==> config.mk <==
export PLATFORM = sky130hd
export DESIGN_NAME = plru_victim_sel
export DESIGN_NICKNAME = d
export VERILOG_FILES = /design/src/rtl/plru_pkg.sv /design/src/rtl/plru_match.sv /design/src/rtl/plru_step.sv /design/src/rtl/plru_ptr_reg.sv /design/src/rtl/plru_victim_sel.sv
export SDC_FILE = /design/constraint.sdc
export NUM_CORES = 1
export LEC_CHECK = 0
export ABC_AREA = 1
export BUFFER_PORTS_ARGS = -buffer_cell sky130_fd_sc_hd__buf_2
export CORE_AREA = 3 3 40 42
export DETAILED_ROUTE_END_ITERATION = 7
export DIE_AREA = 0 0 43 45
export PLACE_DENSITY = 0.78
export SETUP_SLACK_MARGIN = 0.02
export SLEW_MARGIN = 20
export SYNTH_ARGS = -nofsm -noshare
export SYNTH_HDL_FRONTEND = slang
export SYNTH_SLANG_ARGS = --single-unit
export TNS_END_PERCENT = 5
==> constraint.sdc <==
create_clock -name clk -period 1.7 [get_ports clk]
set_clock_uncertainty 0.15 [all_clocks]
set_input_delay 0.085 -clock clk [delete_from_list [all_inputs] [get_ports clk]]
set_output_delay 0.085 -clock clk [all_outputs]
set_load 0.01 [all_outputs]
==> src/rtl/plru_pkg.sv <==
// Package: shared constants and helpers for the pointer-based victim selector.
// Assumes: entry counts are at least 2.
package plru_pkg;

    // Default number of entries in the fully associative structure.
    localparam int PLRU_DEF_ENTRIES = 64;

    // Number of access sources that are watched (hit stream and fill stream).
    localparam int PLRU_NUM_SRC = 2;

    // Source slots inside the packed source vectors.
    localparam int PLRU_SRC_HIT  = 0;
    localparam int PLRU_SRC_FILL = 1;

    // Width of an index able to address n entries.
    function automatic int plru_idx_width(input int n);
        return (n > 1) ? $clog2(n) : 1;
    endfunction

endpackage

==> src/rtl/plru_match.sv <==
// Module: plru_match
// Compares each access source against the current pointer. The output is high
// when any valid source names the pointed-to entry.
// Assumes: sources are packed with source 0 in the low index bits.
module plru_match #(
    parameter int NSRC  = 2,
    parameter int IDX_W = 6
) (
    input  logic [NSRC-1:0]       src_vld,
    input  logic [NSRC*IDX_W-1:0] src_idx,
    input  logic [IDX_W-1:0]      ptr,
    output logic                  any_hit
);

    logic [NSRC-1:0] per_src;

    // One comparator per source, qualified by that source's valid bit.
    for (genvar s = 0; s < NSRC; s++) begin : g_cmp
        always_comb per_src[s] = src_vld[s] && (src_idx[s*IDX_W +: IDX_W] == ptr);
    end

    // Reduce the per-source comparisons to one advance request.
    always_comb any_hit = |per_src;

endmodule

==> src/rtl/plru_step.sv <==
// Module: plru_step
// Computes the entry after the current one, wrapping from the last entry to 0.
// Assumes: cur is always below ENTRIES; ENTRIES need not be a power of two.
module plru_step #(
    parameter int ENTRIES = 64,
    parameter int IDX_W   = 6
) (
    input  logic [IDX_W-1:0] cur,
    output logic [IDX_W-1:0] nxt
);

    localparam logic [IDX_W-1:0] LAST = IDX_W'(ENTRIES - 1);

    // Increment with explicit wrap at the last entry.
    always_comb nxt = (cur == LAST) ? '0 : cur + 1'b1;

endmodule

==> src/rtl/plru_ptr_reg.sv <==
// Module: plru_ptr_reg
// Holds the victim pointer. It loads the next value when asked and clears on reset.
// Assumes: synchronous active-low reset.
module plru_ptr_reg #(
    parameter int IDX_W = 6
) (
    input  logic             clk,
    input  logic             rst_n,
    input  logic             adv,
    input  logic [IDX_W-1:0] nxt,
    output logic [IDX_W-1:0] q
);

    // Pointer state: clear on reset, step on an advance request, else hold.
    always_ff @(posedge clk) begin
        if (!rst_n)   q <= '0;
        else if (adv) q <= nxt;
    end

endmodule

==> src/rtl/plru_victim_sel.sv <==
// Module: plru_victim_sel (top)
// Pointer-based pseudo-LRU victim selector. An access (hit or fill) to the
// entry under the pointer moves the pointer on by one entry, with wrap. Any
// other access leaves it in place. Several matching accesses in one cycle
// still move it by one.
// Assumes: access indices are below ENTRIES; reset is synchronous, active low.
module plru_victim_sel
    import plru_pkg::*;
#(
    parameter int ENTRIES = PLRU_DEF_ENTRIES,
    parameter int IDX_W   = plru_idx_width(ENTRIES)
) (
    input  logic             clk,
    input  logic             rst_n,
    input  logic             hit_vld,
    input  logic [IDX_W-1:0] hit_idx,
    input  logic             fill_vld,
    input  logic [IDX_W-1:0] fill_idx,
    output logic [IDX_W-1:0] victim_idx
);

    logic [PLRU_NUM_SRC-1:0]       src_vld;
    logic [PLRU_NUM_SRC*IDX_W-1:0] src_idx;
    logic                          adv;
    logic [IDX_W-1:0]              ptr_q;
    logic [IDX_W-1:0]              ptr_nxt;

    // Pack the hit and fill streams into the comparator's source vectors.
    always_comb begin
        src_vld                                 = '0;
        src_idx                                 = '0;
        src_vld[PLRU_SRC_HIT]                   = hit_vld;
        src_vld[PLRU_SRC_FILL]                  = fill_vld;
        src_idx[PLRU_SRC_HIT*IDX_W +: IDX_W]    = hit_idx;
        src_idx[PLRU_SRC_FILL*IDX_W +: IDX_W]   = fill_idx;
    end

    plru_match #(
        .NSRC  (PLRU_NUM_SRC),
        .IDX_W (IDX_W)
    ) u_match (
        .src_vld (src_vld),
        .src_idx (src_idx),
        .ptr     (ptr_q),
        .any_hit (adv)
    );

    plru_step #(
        .ENTRIES (ENTRIES),
        .IDX_W   (IDX_W)
    ) u_step (
        .cur (ptr_q),
        .nxt (ptr_nxt)
    );

    plru_ptr_reg #(
        .IDX_W (IDX_W)
    ) u_ptr (
        .clk   (clk),
        .rst_n (rst_n),
        .adv   (adv),
        .nxt   (ptr_nxt),
        .q     (ptr_q)
    );

    // The registered pointer is the victim seen by the allocation logic.
    always_comb victim_idx = ptr_q;

endmodule

Yosys cells after proc, flatten, opt, wreduce, memory -nomap -nowiden. Index checks and enable logic that the tools add are counted.

Add/subtract/negate cells: 1. Eq/ne operators: 3. Multiplexer cells: 1. Reductions and logical operators: 3.

Operators with widths (count): $eq A6 B6 Y1 (2); $add A6 B1 Y6 const B (1); $eq A6 B6 Y1 const B (1); $mux W6 (1); $logic_and A1 B1 Y1 (2); $reduce_or A2 Y1 (1).

Register bits: 6. Bits of input ports: 16. Output and inout bits: 6.

Longest topological paths before layout. Gate-level depths: netlist of the first run.

Depth in word-level cells: 3. Gate-level depth with buffers: 10. Gate-level depth less buffers: 10.

By module. Synthesis of the first run repeated with hierarchy kept, for this count alone.

Cell total of the unflattened synthesis: 115. Area, all modules: 606.8 µm².

By module, submodules not included: plru_ptr_reg (times used 1, cells each 37, area an instance 256.5 µm²); plru_match (times used 1, cells each 61, area an instance 251.5 µm²); plru_step (times used 1, cells each 17, area an instance 98.8 µm²).

Worst setup path before layout of the first run. No wires, ideal clock.

Kind: register -> register. Start point: register u_ptr.q[0]. End point: register u_ptr.q[3]. Library setup time: 0.120 ns. Arrival: 1.226 ns. Required time: 1.430 ns. Setup slack: 0.204 ns. Cell stages (with the launch flop): 7. Path buffers: 0. Path through: dfxtp_1 -> ha_1 -> nand3_1 -> nor3_1 -> a21oi_1 -> nand2_1 -> a21oi_1.

Longest elaborated chain between the ends: 3. Elaborated cells between the ends (all ways): 8. Those cells by class: add/sub (1); eq/ne (3); mux (1); reduce/logical (3).

RTL lines: start, declared (RTL line plru_ptr_reg.sv:11) `output logic [IDX_W-1:0] q`; start signal, assigned (RTL line plru_ptr_reg.sv:17) `else if (adv) q <= nxt;`; branches (longest 3 deep; another with $add A6 B1 Y6).

Parallel ways; which one is timed is not known. A chain may end at the register's enable or synchronous reset.

Worst setup path in the final report of the first run.
Start point: register u_ptr.q[1]. End point: register u_ptr.q[3].

The elaborated chain is that of the path after synthesis.

==> run metrics, run 1 <==
Leak 0.383 nW; CTS tree done; Power Density 438 mW/mm2; die height 45 um; synthesized area 603 um2; CP Max Fanout 8; Worst setup EP type flip-flop; Via density 4.61; final WL 1250 um; Reg-to-Reg End u_ptr.q[3]; Root Driver clkbuf_4; CTS Sinks 6; worst endpoint required time 1670 ps; flop-to-flop setup slack 200 ps; Cell Rows 13; ant diodes 0; FILL cells 135; fraction of layout cells with a size suffix above 1 34.1%; biggest regs u_ptr.q x6; Tot GR Track Use 15.0%; syn_area_per_cell 6.03 um2; unique cell type count in the Yosys netlist 21; Critical Path Start u_ptr.q[1]; Clock Tree Buf Depth 2; dpl hpwl 1020 um; Crit Path Class reg2reg; total power 326 uW; Seq/Total Area, Yosys 19.9%; CP Launch Type flip-flop; initial antenna violation count 0; placer's final routability congestion estimate 0.827; Final nets 142; CTS Buf Count 3; post-synth top area share 21.2%; Worst-path clk slew 40 ps; Final period util 88.3%; DRT iter0 DRCs 11; Biggest register u_ptr.q; Max Slew Vio Count 0; CP Data Arrival Time 1480 ps; FF-to-FF path depth 6; hold crit path type in2reg; vias in the first global route 550; dpl cell area 718 um2; DR pass1 iterations 4; pre-CTS setup slack 124 ps; RSZ-0062 raised after global routing no; max_cap viols 0; die width 43 um; final instance area 746 um2; H-Tree Depth 1; largest net degree at the start of global routing 10; worst skew pair latency 240 ps; cts hold-fix bufs 0; peak supply drop 0.324 mV; pin slew with the least headroom to its limit 329 ps; max FFs per register 6; Cells after Synth 100; Max Clk Rate 666 MHz; total negative slack 0 ps; syn_nets 117; Final Worst Setup Slack 198 ps; outcome complete, no violations; synthesis-stage register bit count 6; hold endpoint u_ptr.q[1]; Ports 22; Hold Fails Final Rpt 0; total setup buffers inserted after CTS 0; fin crit period 1500 ps; core area 0.00128 mm2; yosys warns 0; antenna-violating nets left 0; initial core utilization 46.9%; Yosys top cell by area nand2_1; die area 0.00194 mm2; drt wl/cell 9.06 um; GRT Residual Overflow 0; Hold Path Stages 3; setup violators final 0; worst relative slew slack 78.0%; leading post-synthesis cells by cell area nand2_1 21%, dfxtp_1 20%, nand3_1 7.5%; Port Buf Inserts 21; number of remaining DRC errors 0; Area Growth Syn to Fin 23.7%; Hold Crit Start rst_n; Vias 636; first-pass GRT wire length 2210 um; Critical R2R Launch u_ptr.q[1]
-- area by class of cell --
class / count / area, um2 / area share (%)
tap: 15 / 18.8 / 2.52
inverter: 20 / 75.1 / 10.1
sequential: 6 / 120 / 16.1
multi-input combinational: 72 / 397 / 53.2
timing repair buffer: 22 / 113 / 15.1
clock buffer: 3 / 22.5 / 3.02
-- synthesized netlist by cell type, drive strengths merged --
master	count
nand4	1
ha	1
xor2	2
xnor2	1
o22ai	2
clkinv	4
nand3	11
nor3	1
nor2	6
dfxtp	6
nand2	37
buf	2
a21boi	2
a21oi	8
inv	16
-- routing by layer --
| metal | global-route usage (%) | share of wire (%) |
|---|---|---|
| met1 | 19.0 | 47 |
| met2 | 23.4 | 45 |
| met3 | 1.99 | 6.7 |
| met4 | 10.8 | 0.72 |
| met5 | 0 | 0 |
-- worst max-delay path by stage --
stage	to	slack, ps
global placement	u_ptr.q[5]	180
floorplan	u_ptr.q[3]	200
detailed placement	u_ptr.q[3]	120
global route	u_ptr.q[3]	40
finish	u_ptr.q[3]	200
CTS	u_ptr.q[3]	110
-- metrics by stage --
| stage | hold slack (ps) | util (%) | cells |
|---|---|---|---|
| final | 7.01 | 58.0 | 138 |
| after global routing | 34.1 | 58.0 | 138 |
| after CTS | 5.80 | 57.6 | 138 |
| after detailed placement | 257 | 55.9 | 135 |
| after global placement | 244 | 55.9 | 135 |
| after floorplan | 130 | - | 100 |
-- report_power, final --
part / total (mW) / internal [mW] / leakage (nW) / switching, mW
Combinational: 0.0568 / 0.0273 / 0.321 / 0.0295
Clock: 0.127 / 0.0796 / 0.0138 / 0.0478
Sequential: 0.142 / 0.142 / 0.0483 / 0.000547
-- cells by family (layout without fill, tap and decap cells) --
kind of cell               after synthesis  after routing  share of synthesized area, %
AOI/OAI and AO/OA                       12             12                          11.2
xor gates and xnor gates                 3              3                          4.36
adders and majority gates                1              1                          2.07
buffers and inverters                   22             45                          15.1
DFF                                      6              6                          19.9
and+or+nand+nor                         56             56                          47.3
-- worst max-delay path, cell delays in order, from the launching register on --
cell	delay [ps]
dfxtp_1	460
ha_1	240
nand3_1	130
nor3_2	210
a21oi_1	70
nand2_1	70
a21oi_1	60
-- placed cells by master, fill, tap and decap left out --
cell type and instances:
a21boi_1 2, a21oi_1 8, buf_2 21, buf_4 1, clkbuf_4 3, clkinv_1 4
dfxtp_1 6, ha_1 1, inv_1 9, inv_2 7, nand2_1 34, nand2_4 3
nand3_1 9, nand3_2 2, nand4_1 1, nor2_1 2, nor2_2 1, nor2_4 3
nor3_2 1, o22ai_1 2, xnor2_1 1, xor2_1 2
-- timing repair --
action | CTS | global route
hold endpoints to repair | 0 | 0
setup endpoints to repair | 0 | 3
resized for setup | 0 | 1
(Power assumes the default switching activity.)
==> run 2, diff against run 1 <==
Settings changed: CELL_PAD_IN_SITES_DETAIL_PLACEMENT set to 1, CELL_PAD_IN_SITES_GLOBAL_PLACEMENT set to 1, CORE_AREA 3 3 40 42 to not set, CORE_MARGIN set to 3, CORE_UTILIZATION set to 31, DIE_AREA 0 0 43 45 to not set, PLACE_DENSITY 0.78 to 0.8.
==> run metrics, run 2 (synthesized netlist as in run 1, its figures left out) <==
outcome complete, no violations; Via density 4.67 (+1.4%); worst endpoint required time 1720 ps (+50 ps); die width 50.1 um (+17%); Max Slew Vio Count 0 (unchanged); Clock Tree Buf Depth 2 (unchanged); Ports 22 (unchanged); buffers plus inverters on the worst setup path 1 (+1); vias in the first global route 717 (+30%); max FFs per register 6 (unchanged); total setup buffers inserted after CTS 0 (unchanged); CP Launch Type flip-flop; pin slew with the least headroom to its limit 338 ps (+8.64 ps); Area Growth Syn to Fin 26.1%; crit path cell chain inv_2 -> nand2_1 -> nand3_2 -> nor2_2 -> nand2_4 -> nand2_4 -> nand2_1 -> a21oi_1; CP Data Arrival Time 1500 ps (+20 ps); critical path's largest stage delay 500 ps (+40 ps); Worst setup EP type flip-flop; die area 0.00251 mm2 (+30%); setup violators final 0 (unchanged); cts hold-fix bufs 0 (unchanged); post-CTS resize count 0 (unchanged); H-Tree Depth 1 (unchanged); Vias 696 (+9.4%); initial antenna violation count 0 (unchanged); CP delay by family, top simple AND/OR/NAND/NOR gates; WL met1 664 um (+12%); first-pass GRT wire length 2960 um (+34%); met3 routed WL 85 um (+1.2%); RSZ-0062 raised after global routing no; hold crit path type in2reg; Biggest register u_ptr.q; CP max stage cell dfxtp_1; worst relative slew slack 77.3% (-0.72 points); FF/Latch Area 120 um2 (unchanged); drt wl/cell 10.9 um (+21%); multi-input gate area in the final layout 392 um2 (-1.3%); Final period util 86.8% (-1.5 points); Final nets 143 (+0.70%); fin crit period 1480 ps (-25.5 ps); FILL cells 248 (+84%); fraction of layout cells with a size suffix above 1 33.9% (-0.28 points); Max Clk Rate 677 MHz (+1.7%); number of remaining DRC errors 0 (unchanged); largest net degree at the start of global routing 10 (unchanged); max layer used met4; die height 50.1 um (+11%); DR pass1 iterations 2 (-2); biggest regs u_ptr.q x6; Leak 0.388 nW (+1.4%); post-route core utilization 42.7% (-15 points); GRT Residual Overflow 0 (unchanged); Hold Fails Final Rpt 0 (unchanged); CTS Sinks 6 (unchanged); initial core utilization 33.8% (-13 points); Worst-path clk slew 40 ps (about the same); DR WL met2 841 um (+49%); CTS Buf Count 3 (unchanged); DRT iter0 DRCs 6 (-5); worst skew pair latency 250 ps (about the same); most frequent cells in the layout 34 x nand2_1, 21 x buf_2, 9 x inv_1, 9 x nand3_1, 8 x a21oi_1; CTS tree done; Cell Rows 15 (+2); Tot GR Track Use 15.4% (+0.44 points); core area 0.00178 mm2 (+39%); placer's final routability congestion estimate 0.864 (+4.4%); max_cap viols 0 (unchanged); Crit Path Class reg2reg; Root Driver clkbuf_4; Power Density 436 mW/mm2 (-0.43%); CP Max Fanout 9 (+1); final WL 1630 um (+30%); total negative slack 0 ps (unchanged); dpl hpwl 1390 um (+36%); hold slack 15.9 ps (+8.92 ps); ant diodes 0 (unchanged); antenna-violating nets left 0 (unchanged); peak supply drop 0.326 mV (+0.83%); Port Buf Inserts 21 (unchanged); most common cell after layout, fill and taps aside nand2_1
run 2: cell count changes in the layout (fill, tap and decap cells not counted), sizes merged:
cell / change
buf: +1
run 2: worst paths after layout:
kind              start    endpoint  slack [ps]  depth (start not counted)
max          u_ptr.q[2]  u_ptr.q[2]         220                          8
min               rst_n  u_ptr.q[5]          20                          3
max reg2reg  u_ptr.q[2]  u_ptr.q[2]         220                          8
min reg2reg  u_ptr.q[5]  u_ptr.q[5]         390                          2
run 2: layer usage:
metal  up-vias  global-route usage [%]
met5         -                       0
met4         0                    8.29
met3         5                    2.42
met2        17                    27.8
met1       317                    16.8
li1        357                       -
run 2: area by class of cell:
| type | count | share of cell area (%) |
|---|---|---|
| multi-input cells | 72 | 51.5 |
| flip-flops and latches | 6 | 15.8 |
| repair buffers | 23 | 15.8 |
| inverters | 20 | 9.87 |
| well taps | 25 | 4.11 |
| clock buffers | 3 | 2.96 |
run 2: stage by stage:
stage / area [um2] / worst slack (ps) / total power, mW / std cells
floorplan: 603 / 204 / 0.178 / 100
CTS: 761 / 188 / 0.342 / 149
detailed placement: 738 / 195 / 0.205 / 146
finish: 761 / 224 / 0.331 / 149
global placement: 738 / 249 / 0.203 / 146
global route: 761 / 53.6 / 0.353 / 149
run 2: worst reg2reg max path, delay by kind of cell (launching register included):
family                 cells  cell delay (ps)
DFF                        1              500
buffers and inverters      1               70
AOI/OAI and AO/OA          1              130
and+or+nand+nor            6              560
run 2: power by group:
| group | internal [mW] | switching [mW] | total [mW] |
|---|---|---|---|
| Clock | 0.0798 | 0.0506 | 0.130 |
| Combinational | 0.0274 | 0.0319 | 0.0593 |
| Sequential | 0.142 | 0.000172 | 0.142 |
==> run 3, diff against run 2 <==
Settings changed: BUFFER_PORTS_ARGS -buffer_cell sky130_fd_sc_hd__buf_2 to not set, CORE_UTILIZATION 31 to 39, DONT_BUFFER_PORTS set to 1, PLACE_DENSITY 0.8 to 0.78.
==> run metrics, run 3 (synthesized netlist as in run 1, its figures left out) <==
Max Slew Vio Count 0 (unchanged); Biggest register u_ptr.q; DR WL met2 838 um (-0.36%); number of remaining DRC errors 0 (unchanged); total setup buffers inserted after CTS 0 (unchanged); initial core utilization 43.6% (+9.8 points); Worst setup EP type flip-flop; CTS Sinks 6 (unchanged); sequential share of power 42.7% (about the same); first-pass GRT wire length 2990 um (+1.1%); total negative slack 0 ps (unchanged); met3 routed WL 106 um (+25%); Max Clk Rate 647 MHz (-4.5%); FF/Latch Area 120 um2 (unchanged); ant diodes 0 (unchanged); antenna-violating nets left 0 (unchanged); drt wl/cell 14.1 um (+28%); Hold Fails Final Rpt 0 (unchanged); die area 0.00205 mm2 (-18%); CTS Buf Count 3 (unchanged); Power Density 474 mW/mm2 (+8.7%); initial antenna violation count 0 (unchanged); DRT iter0 DRCs 11 (+5); FILL cells 193 (-22%); outcome complete, no violations; Root Driver clkbuf_4; Port Buf Inserts 0 (-100%); Int Pwr 239 uW (-3.7%); switching power 91.3 uW (+10%); Cell Rows 13 (-2); core area 0.00138 mm2 (-22%); most common cell after layout, fill and taps aside nand2_1; Via density 5.30 (+13%); fin crit period 1550 ps (+69.3 ps); Ports 22 (unchanged); Vias 657 (-5.6%); setup violators final 0 (unchanged); dpl cell area 658 um2 (-11%); Final Worst Setup Slack 154 ps (-69.3 ps); max FFs per register 6 (unchanged); dpl hpwl 1410 um (+1.3%); hold crit path type in2reg; pre-CTS setup slack 151 ps (-43.9 ps); Area Growth Syn to Fin 15.8%; GRT Residual Overflow 0 (unchanged); biggest regs u_ptr.q x6; combinational power share 12.9% (-5.0 points); multi-input gate area in the final layout 395 um2 (+0.96%); fraction of layout cells with a size suffix above 1 24.8% (-9.1 points); worst endpoint required time 1730 ps (about the same); CP Max Fanout 7 (-2); final instance area 698 um2 (-8.2%); largest net degree at the start of global routing 10 (unchanged); worst relative slew slack 77.1% (-0.20 points); Leak 0.328 nW (-16%); worst skew pair latency 260 ps (about the same); Crit Path Class reg2reg; DR pass1 iterations 4 (+2); Sw Share 27.6% (+2.6 points); Worst-path clk slew 50 ps (about the same); die width 45.3 um (-9.5%); die height 45.3 um (-9.5%); clock group share of total power 44.4% (+5.1 points); CP Data Arrival Time 1570 ps (+70 ps); CP Launch Type flip-flop; most frequent cells in the layout 34 x nand2_1, 9 x inv_1, 9 x nand3_1; hold slack 161 ps (+145 ps); placed insts 120 (-18%); post-route core utilization 50.5% (+7.8 points); Final nets 128 (-10%); peak supply drop 0.155 mV (-53%); WL met1 758 um (+14%); final WL 1740 um (+6.9%); placer's final routability congestion estimate 0.812 (-5.9%); max_cap viols 0 (unchanged); total power 331 uW (-0.22%); Clock Tree Buf Depth 2 (unchanged); CTS tree done; vias in the first global route 692 (-3.5%); max layer used met4; H-Tree Depth 1 (unchanged); RSZ-0062 raised after global routing yes; pin slew with the least headroom to its limit 343 ps (+5.08 ps); Post-Layout Cell Count 124 (-17%); Tot GR Track Use 20.7% (+5.3 points); Final period util 90.9% (+4.1 points)
==> run 3: changes by cell type in the layout (fill, tap and decap cells not counted), sizes merged <==
cell,before,now
buf,23,7
dlygate4sd3,0,1
==> run 3: what timing repair did <==
item | CTS | global route
resized for setup | 0 | 2
endpoints found under the hold margin | 6 | 0
hold buffers | 1 | 0
setup endpoints to repair | 0 | 4
==> run 3: worst max-delay path, stage by stage, from the launching register on <==
cell and delay, ps:
dfxtp_1 370, buf_6 160, inv_2 40, nand2_1 50, nand2_1 50, clkinv_1 40
nand2_1 90, nor2_4 120, nand2_4 100, nand2_4 110, nand2_1 60, a21oi_1 150
==> run 3: cell type report <==
| cell class | count | area share (%) |
|---|---|---|
| Timing Repair Buffer | 8 | 9.50 |
| Clock buffer | 3 | 3.23 |
| Sequential cell | 6 | 17.2 |
| Inverter | 20 | 10.8 |
| Multi-Input combinational cell | 72 | 56.6 |
| Tap cell | 15 | 2.69 |
==> run 3: final timing paths <==
kind                                  start          to  slack, ps  cells after the start
worst max register to register   u_ptr.q[1]  u_ptr.q[1]        150                     11
worst max-delay path             u_ptr.q[1]  u_ptr.q[1]        150                     11
worst min register to register   u_ptr.q[5]  u_ptr.q[5]        500                      3
worst min-delay path            fill_idx[5]  u_ptr.q[2]        160                      5
==> run 3: per-layer routing <==
metal	global-route usage, %	up-vias
met5	0	-
met4	10.5	0
met3	4.78	5
met2	35.3	24
met1	23.9	300
li1	-	328
==> run 3: power by group through the flow <==
stage | Combinational, mW | Clock [mW] | Sequential, mW
6_report | 0.0426 | 0.147 | 0.141
3_5_place_dp | 0.0409 | 0 | 0.144
4_1_cts | 0.0433 | 0.146 | 0.141
5_1_grt | 0.0485 | 0.155 | 0.141
3_3_place_gp | 0.0392 | 0 | 0.144
2_1_floorplan | 0.0334 | 0 | 0.145
